File: config.mk
export PLATFORM = sky130hd
export DESIGN_NAME = mw_eeprom_master
export DESIGN_NICKNAME = d
export VERILOG_FILES = /design/src/rtl/mw_pkg.sv /design/src/rtl/mw_timer.sv /design/src/rtl/mw_frame_gen.sv /design/src/rtl/mw_eeprom_master.sv
export SDC_FILE = /design/constraint.sdc
export NUM_CORES = 1
export LEC_CHECK = 0
export BUFFER_PORTS_ARGS = -buffer_cell sky130_fd_sc_hd__buf_2
export CAP_MARGIN = 30
export CORE_UTILIZATION = 53
export DETAILED_ROUTE_END_ITERATION = 10
export HOLD_SLACK_MARGIN = 0.03
export PLACE_DENSITY = 0.79
export SYNTH_ARGS = -nofsm -noshare
export SYNTH_HDL_FRONTEND = slang
export SYNTH_SLANG_ARGS = --single-unit
File: constraint.sdc
create_clock -name clk -period 2.5 [get_ports clk]
set_input_delay 0.125 -clock clk [delete_from_list [all_inputs] [get_ports clk]]
set_output_delay 0.125 -clock clk [all_outputs]
set_load 0.005 [all_outputs]
File: src/rtl/mw_pkg.sv
package mw_pkg;

  typedef enum logic [2:0] {
    ST_IDLE,
    ST_SEL,
    ST_LO,
    ST_HI,
    ST_HOLD,
    ST_DESEL
  } mw_state_t;

  typedef enum logic [1:0] {
    FR_READ,
    FR_WREN,
    FR_WRITE,
    FR_WRDIS
  } mw_frame_t;

  localparam logic [2:0] OPC_READ  = 3'b110;
  localparam logic [2:0] OPC_WRITE = 3'b101;
  localparam logic [4:0] OPC_WREN  = 5'b10011;
  localparam logic [4:0] OPC_WRDIS = 5'b10000;

endpackage

File: src/rtl/mw_timer.sv
module mw_timer #(
  parameter int CNT_W = 8
) (
  input  logic             clk,
  input  logic             rst,
  input  logic             load,
  input  logic [CNT_W-1:0] load_val,
  output logic             expired
);

  logic [CNT_W-1:0] cnt;

  always_ff @(posedge clk) begin
    if (rst)              cnt <= '0;
    else if (load)        cnt <= load_val;
    else if (cnt != '0)   cnt <= cnt - 1'b1;
  end

  assign expired = (cnt == '0);

endmodule

File: src/rtl/mw_frame_gen.sv
module mw_frame_gen import mw_pkg::*; #(
  parameter int ADDR_W  = 8,
  parameter int ALEN_W  = 4,
  parameter int DATA_W  = 16,
  parameter int FRAME_W = 32
) (
  input  mw_frame_t            kind,
  input  logic [ALEN_W-1:0]    alen,
  input  logic [ADDR_W-1:0]    addr,
  input  logic [DATA_W-1:0]    wdata,
  output logic [FRAME_W-1:0]   frame
);

  logic [FRAME_W-1:0] addr_ext;
  logic [ALEN_W-1:0]  guard_sh;

  assign addr_ext = FRAME_W'(addr);
  assign guard_sh = alen - ALEN_W'(2);

  // opcode sits just above the address; guard commands are short frames
  always_comb begin
    case (kind)
      FR_READ:  frame = ((FRAME_W'(OPC_READ) << alen) | addr_ext) << DATA_W;
      FR_WRITE: frame = (((FRAME_W'(OPC_WRITE) << alen) | addr_ext) << DATA_W)
                        | FRAME_W'(wdata);
      FR_WREN:  frame = FRAME_W'(OPC_WREN) << guard_sh;
      default:  frame = FRAME_W'(OPC_WRDIS) << guard_sh;
    endcase
  end

endmodule

File: src/rtl/mw_eeprom_master.sv
module mw_eeprom_master import mw_pkg::*; #(
  parameter int ADDR_W     = 8,
  parameter int ALEN_W     = 4,
  parameter int DEF_ALEN   = 8,
  parameter int SETTLE_CYC = 200,
  parameter int WAIT_CYC   = 500000
) (
  input  logic              clk,
  input  logic              rst,
  input  logic              start,
  input  logic              op_wr,
  input  logic [ADDR_W-1:0] addr,
  input  logic [15:0]       wdata,
  input  logic [ALEN_W-1:0] alen_cfg,
  output logic [15:0]       rdata,
  output logic [ALEN_W-1:0] alen_det,
  output logic              busy,
  output logic              done,
  output logic              ee_cs,
  output logic              ee_sk,
  output logic              ee_di,
  input  logic              ee_do
);

  localparam int DATA_W  = 16;
  localparam int FRAME_W = 32;
  localparam int IDX_W   = $clog2(FRAME_W);
  localparam int MAX_CYC = (WAIT_CYC > SETTLE_CYC) ? WAIT_CYC : SETTLE_CYC;
  localparam int CNT_W   = $clog2(MAX_CYC + 1);
  localparam logic [CNT_W-1:0] SETTLE_LD = CNT_W'(SETTLE_CYC - 1);
  localparam logic [CNT_W-1:0] WAIT_LD   = CNT_W'(WAIT_CYC - 1);
  localparam logic [IDX_W-1:0] IDX_TOP   = IDX_W'(FRAME_W - 1);
  localparam logic [IDX_W-1:0] IDX_DATA  = IDX_W'(DATA_W);
  localparam logic [IDX_W-1:0] IDX_DMSB  = IDX_W'(DATA_W - 1);

  mw_state_t          state, nxt_state;
  mw_frame_t          kind, nxt_kind;
  logic [IDX_W-1:0]   bit_idx, nxt_idx;
  logic [ADDR_W-1:0]  lat_addr;
  logic [DATA_W-1:0]  lat_wdata;
  logic [ALEN_W-1:0]  lat_alen;
  logic [FRAME_W-1:0] frame;
  logic [CNT_W-1:0]   ld_val;
  logic               tmr_exp, step, det_hit;
  logic               nxt_cs, nxt_sk, nxt_di;

  mw_frame_gen #(
    .ADDR_W(ADDR_W), .ALEN_W(ALEN_W), .DATA_W(DATA_W), .FRAME_W(FRAME_W)
  ) i_frame (
    .kind(kind), .alen(lat_alen), .addr(lat_addr), .wdata(lat_wdata), .frame(frame)
  );

  assign step = (state == ST_IDLE) ? start : tmr_exp;

  mw_timer #(.CNT_W(CNT_W)) i_timer (
    .clk(clk), .rst(rst), .load(step), .load_val(ld_val), .expired(tmr_exp)
  );

  // next-step decision, applied when the current phase has run out
  always_comb begin
    nxt_state = state;
    nxt_kind  = kind;
    nxt_idx   = bit_idx;
    ld_val    = SETTLE_LD;
    det_hit   = 1'b0;
    case (state)
      ST_IDLE: begin
        nxt_state = ST_SEL;
        nxt_kind  = op_wr ? FR_WREN : FR_READ;
      end
      ST_SEL: begin
        nxt_state = ST_LO;
        nxt_idx   = IDX_TOP;
      end
      ST_LO: nxt_state = ST_HI;
      ST_HI: begin
        if (kind == FR_READ && !ee_do && bit_idx > IDX_DATA) begin
          det_hit   = 1'b1;
          nxt_state = ST_LO;
          nxt_idx   = IDX_DMSB;
        end else if (bit_idx == '0) begin
          if (kind == FR_READ) begin
            nxt_state = ST_DESEL;
          end else begin
            nxt_state = ST_HOLD;
            ld_val    = WAIT_LD;
          end
        end else begin
          nxt_state = ST_LO;
          nxt_idx   = bit_idx - 1'b1;
        end
      end
      ST_HOLD: nxt_state = ST_DESEL;
      ST_DESEL: begin
        case (kind)
          FR_WREN:  begin nxt_kind = FR_WRITE; nxt_state = ST_SEL; end
          FR_WRITE: begin nxt_kind = FR_WRDIS; nxt_state = ST_SEL; end
          default:  nxt_state = ST_IDLE;
        endcase
      end
      default: nxt_state = ST_IDLE;
    endcase
  end

  always_comb begin
    nxt_cs = (nxt_state == ST_SEL) || (nxt_state == ST_LO) ||
             (nxt_state == ST_HI)  || (nxt_state == ST_HOLD);
    nxt_sk = (nxt_state == ST_SEL) || (nxt_state == ST_HI) || (nxt_state == ST_HOLD);
    case (nxt_state)
      ST_LO:          nxt_di = frame[nxt_idx];
      ST_HI, ST_HOLD: nxt_di = ee_di;
      default:        nxt_di = 1'b0;
    endcase
  end

  always_ff @(posedge clk) begin
    if (rst) begin
      state     <= ST_IDLE;
      kind      <= FR_READ;
      bit_idx   <= '0;
      lat_addr  <= '0;
      lat_wdata <= '0;
      lat_alen  <= ALEN_W'(DEF_ALEN);
      rdata     <= '0;
      alen_det  <= ALEN_W'(DEF_ALEN);
      busy      <= 1'b0;
      done      <= 1'b0;
      ee_cs     <= 1'b0;
      ee_sk     <= 1'b0;
      ee_di     <= 1'b0;
    end else begin
      done <= 1'b0;
      if (step) begin
        state   <= nxt_state;
        kind    <= nxt_kind;
        bit_idx <= nxt_idx;
        ee_cs   <= nxt_cs;
        ee_sk   <= nxt_sk;
        ee_di   <= nxt_di;
        if (state == ST_IDLE) begin
          lat_addr  <= addr;
          lat_wdata <= wdata;
          lat_alen  <= alen_cfg;
          alen_det  <= alen_cfg;
          busy      <= 1'b1;
        end
        if (state == ST_HI && kind == FR_READ)
          rdata <= {rdata[DATA_W-2:0], ee_do};
        if (det_hit)
          alen_det <= lat_alen - ALEN_W'(bit_idx - IDX_DATA);
        if (state == ST_DESEL && nxt_state == ST_IDLE) begin
          busy <= 1'b0;
          done <= 1'b1;
        end
      end
    end
  end

  AST_SK_NEEDS_CS: assert property (@(posedge clk) disable iff (rst)
    ee_sk |-> ee_cs);

  AST_DI_STEADY_WHILE_HIGH: assert property (@(posedge clk) disable iff (rst)
    (ee_sk && ee_cs && $past(ee_sk) && $past(ee_cs)) |-> $stable(ee_di));

  AST_DONE_SINGLE: assert property (@(posedge clk) disable iff (rst)
    done |=> !done);

  AST_DONE_RELEASED: assert property (@(posedge clk) disable iff (rst)
    done |-> (!busy && !ee_cs));

  AST_QUIET_WHEN_IDLE: assert property (@(posedge clk) disable iff (rst)
    !busy |-> (!ee_cs && !ee_sk && !ee_di));

  AST_START_TAKEN: assert property (@(posedge clk) disable iff (rst)
    (!busy && start) |=> (busy && ee_cs && ee_sk));

endmodule

==> flow_metrics.tcl <==
set metrics [dict create \
    run_status "finished, violations left" \
    violations_in_the_final_reports "setup timing" \
    syn_to_final_growth_pct 38.1 \
    synth.area.top_cells "sky130_fd_sc_hd__dfxtp_1 (35%), sky130_fd_sc_hd__nand2_1 (11%), sky130_fd_sc_hd__a21oi_1 (8.4%)" \
    cts_root_buffer "sky130_fd_sc_hd__clkbuf_8" \
    postSynthAreaPerCell_um2 7.72 \
    cts_tree "yes" \
    final.setup.worst_slack_ns -0.132 \
    cts_buffer_depth 2 \
    firstDrtPassIters 7 \
    timing.setup.critical_path_class "flip-flop to flip-flop" \
    crit_path_max_fanout 4 \
    grtUsageTotal_pct 33.9 \
    viasPerCell 5.95 \
    first_global_vias 4790 \
    worstSetupEndpointType "flip-flop" \
    hold_viol_final 0 \
    max-cap-violations 0 \
    die_span_x_um 96.3 \
    clk_pin_slew_worst_paths_ns 0.10 \
    nets 817 \
    ys_seq_elements 82 \
    placeableCoreArea_um2 8680 \
    antenna_cells_inserted 0 \
    num-fill-cells 631 \
    slew_headroom_pct 60.9 \
    crit_chain "inv_4 > ha_4 > or4b_4 > o2111a_4 > nor2_4 > buf_6 > mux4_2 > a22oi_2 > o221ai_2 > o22ai_1 > o31ai_1" \
    via_total_after_detailed_routing 5227 \
    leakage_nw 2.64 \
    syn_nets 662 \
    hpwl_um 10600 \
    clock_tree.htree_level_count 3 \
    worst_path_max_delay_cell "sky130_fd_sc_hd__mux4_2" \
    crit_buf_inv 2 \
    clock-skew-final_ns 0.0131 \
    crit_required_ns 2.76 \
    critical_path.startpoint_type "flip-flop" \
    insertion_delay_ns 0.38 \
    synthCells 611 \
    synth_flop_cell "sky130_fd_sc_hd__dfxtp_1" \
    ys_seq_area_share_pct 34.8 \
    finalWirelength_um 15800 \
    max_freq_mhz 380 \
    global_route_wire_length_before_repair_um 23800 \
    globalplace.congestion 0.969 \
    worstPathArrival_ns 2.89 \
    routed_wire_length_per_instance_um 18.0 \
    syn-cell-area_um2 4720 \
    synth_cell_type_count 65 \
    clock_sink_count 82 \
    timing_worst_slew_pin_value_ns 0.580 \
    grt_setup_unrepaired "yes" \
    detail_route.drc_violations 0 \
    detailedRoute.firstIterationViolations 600 \
    period_share_pct 105 \
    antenna_found_initial 0 \
    synth_largest_type_area_fraction_pct 34.8 \
    start_util_pct 54.3 \
    std_cell_rows 34 \
    ant_nets 0 \
    finalWorstPathRequiredPeriod_ns 2.63 \
    critical_path.max_stage_delay_ns 0.50 \
    die_h_um 96.3 \
    floorplan.die_area_um2 9280 \
    critical-path-top-delay-family "compound AO/OA/AOI/OAI gates" \
    drive_gt1_share_pct 32.3 \
    synth-async-reset-ratio_pct 0 \
    port-buffer-count 57 \
    power_density_nw_per_um2 723 \
    num_cts_buffers 9 \
    netlist.top_cell.by_area "sky130_fd_sc_hd__dfxtp_1" \
    p_total_mw 4.71 \
    peakVddDrop_uv 347 \
    final_max_slew_viol_count 0 \
    hold_class "input port to flip-flop" \
    worst_hold_slack_ns 0.0353 \
    overflow 0 \
    ys_warn_count 0 \
    grt_start_max_net_pins 56 \
    synth-edff-count 0 \
    setup-violations-final 19 \
    ios 58 \
]
## synth_stat cells, types with 3 or more instances
cell type,n
sky130_fd_sc_hd__mux2_2,5
sky130_fd_sc_hd__inv_1,18
sky130_fd_sc_hd__nor2_1,39
sky130_fd_sc_hd__o211ai_1,6
sky130_fd_sc_hd__xnor2_1,15
sky130_fd_sc_hd__clkbuf_1,33
sky130_fd_sc_hd__xor2_1,5
sky130_fd_sc_hd__or2_2,4
sky130_fd_sc_hd__buf_6,3
sky130_fd_sc_hd__dfxtp_1,82
sky130_fd_sc_hd__nand2_1,135
sky130_fd_sc_hd__or4_1,3
sky130_fd_sc_hd__nor4_1,8
sky130_fd_sc_hd__a22oi_1,4
sky130_fd_sc_hd__a21oi_1,79
sky130_fd_sc_hd__o21a_1,7
sky130_fd_sc_hd__mux2i_1,9
sky130_fd_sc_hd__nand3_1,13
sky130_fd_sc_hd__o21ai_0,15
sky130_fd_sc_hd__nor2b_1,4
sky130_fd_sc_hd__ha_1,17
sky130_fd_sc_hd__o2111ai_1,4
sky130_fd_sc_hd__a222oi_1,3
sky130_fd_sc_hd__nand2b_1,3
sky130_fd_sc_hd__a211oi_1,8
sky130_fd_sc_hd__a221oi_1,4
sky130_fd_sc_hd__o221ai_1,9
sky130_fd_sc_hd__buf_2,6
sky130_fd_sc_hd__nand4_1,3
sky130_fd_sc_hd__nor3_1,21
sky130_fd_sc_hd__o22ai_1,5
## repair_timing
action                                 CTS  global route
cloned                                   1             0
pin swaps                                8            42
resized for setup                       21            49
buffers inserted                         5             8
hold buffers                            28             0
setup endpoints to repair               34            44
endpoints found under the hold margin   28             0
## metal layers
metal	global-route usage [%]	part of all wire, %	up-vias
met5	0	0	-
met4	12.7	2.9	0
met3	8.45	7.1	43
met2	50.5	45	239
met1	46.8	45	2475
li1	-	-	2470
## flip-flops by register name (all words and copies together), names as in the netlist
name / count
i_timer.cnt: 19
lat_alen: 4
ee_cs: 1
bit_idx: 5
alen_det: 4
state: 3
ee_di: 1
lat_addr: 8
kind: 2
busy: 1
rdata: 16
done: 1
ee_sk: 1
lat_wdata: 16
## worst register-to-register path, cell delays in order (launching register included)
cell                       delay [ns]
sky130_fd_sc_hd__dfxtp_4         0.37
sky130_fd_sc_hd__inv_4           0.06
sky130_fd_sc_hd__ha_4            0.11
sky130_fd_sc_hd__or4b_4          0.49
sky130_fd_sc_hd__o2111a_4        0.17
sky130_fd_sc_hd__nor2_4          0.13
sky130_fd_sc_hd__buf_6           0.13
sky130_fd_sc_hd__mux4_2          0.50
sky130_fd_sc_hd__a22oi_2         0.17
sky130_fd_sc_hd__o221ai_2        0.15
sky130_fd_sc_hd__o22ai_1         0.14
sky130_fd_sc_hd__o31ai_1         0.09
## cells in the final DEF (no fill, tap or decap), types with 6 or more instances in the layout
cell                            instances
sky130_fd_sc_hd__dlygate4sd3_1         28
sky130_fd_sc_hd__mux2i_1                9
sky130_fd_sc_hd__a21oi_2               14
sky130_fd_sc_hd__buf_6                 13
sky130_fd_sc_hd__nand3_1               13
sky130_fd_sc_hd__nor4_1                 7
sky130_fd_sc_hd__buf_2                 57
sky130_fd_sc_hd__o21ai_0               13
sky130_fd_sc_hd__o211ai_1               6
sky130_fd_sc_hd__ha_1                  14
sky130_fd_sc_hd__clkbuf_8               9
sky130_fd_sc_hd__nand2_1              133
sky130_fd_sc_hd__inv_1                 14
sky130_fd_sc_hd__nor2_1                34
sky130_fd_sc_hd__buf_4                 87
sky130_fd_sc_hd__a211oi_1               6
sky130_fd_sc_hd__xnor2_1               15
sky130_fd_sc_hd__dfxtp_1               78
sky130_fd_sc_hd__o221ai_1               8
sky130_fd_sc_hd__nor3_1                18
sky130_fd_sc_hd__a21oi_1               65
## where the power goes
group          total, mW  switching, mW  internal (mW)
clock network       1.01          0.612          0.399
registers           1.54          0.106           1.44
logic               2.15           1.13           1.02
total               4.71           1.85           2.85
## worst paths after layout
| path | to | slack (ns) | start | depth (start not counted) |
|---|---|---|---|---|
| worst max-delay path | ee_di | -0.13 | bit_idx[1] | 11 |
| worst max register to register | ee_di | -0.13 | bit_idx[1] | 11 |
| worst min register to register | lat_addr[3] | 0.46 | lat_addr[3] | 2 |
| worst min-delay path | lat_alen[3] | 0.04 | alen_cfg[3] | 3 |
## through the flow
| stage | area (um^2) | setup slack [ns] | TNS (ns) | util [%] | cells |
|---|---|---|---|---|---|
| after floorplan | 4760 | -0.110 | -0.122 | - | 611 |
| after global placement | 5660 | -0.0880 | -0.0880 | 65.2 | 822 |
| after detailed placement | 5660 | -0.140 | -0.816 | 65.2 | 822 |
| after CTS | 6270 | -0.0875 | -0.0894 | 72.3 | 872 |
| after global routing | 6510 | -0.199 | -3.31 | 75.0 | 879 |
| final | 6510 | -0.132 | -0.775 | 75.0 | 879 |
## logic make-up after synthesis
family | Yosys count | share of synthesized area (%)
simple gates | 254 | 25.5
compound gates | 162 | 22.0
flops | 82 | 34.8
buf+inv | 60 | 5.41
xor+xnor | 20 | 3.71
fa+ha+maj | 18 | 4.93
mux | 15 | 3.66
## area by class of cell
class,count,area [um^2],area share (%)
Clock inverter,7,81.3,1.25
Tap cell,108,135,2.08
Multi-Input combinational cell,469,3070,47.1
Clock buffer,9,124,1.90
Timing Repair Buffer,186,1390,21.3
Sequential cell,82,1650,25.3
Inverter,18,70.1,1.08
Note: power is estimated with default switching activity, not from simulation.
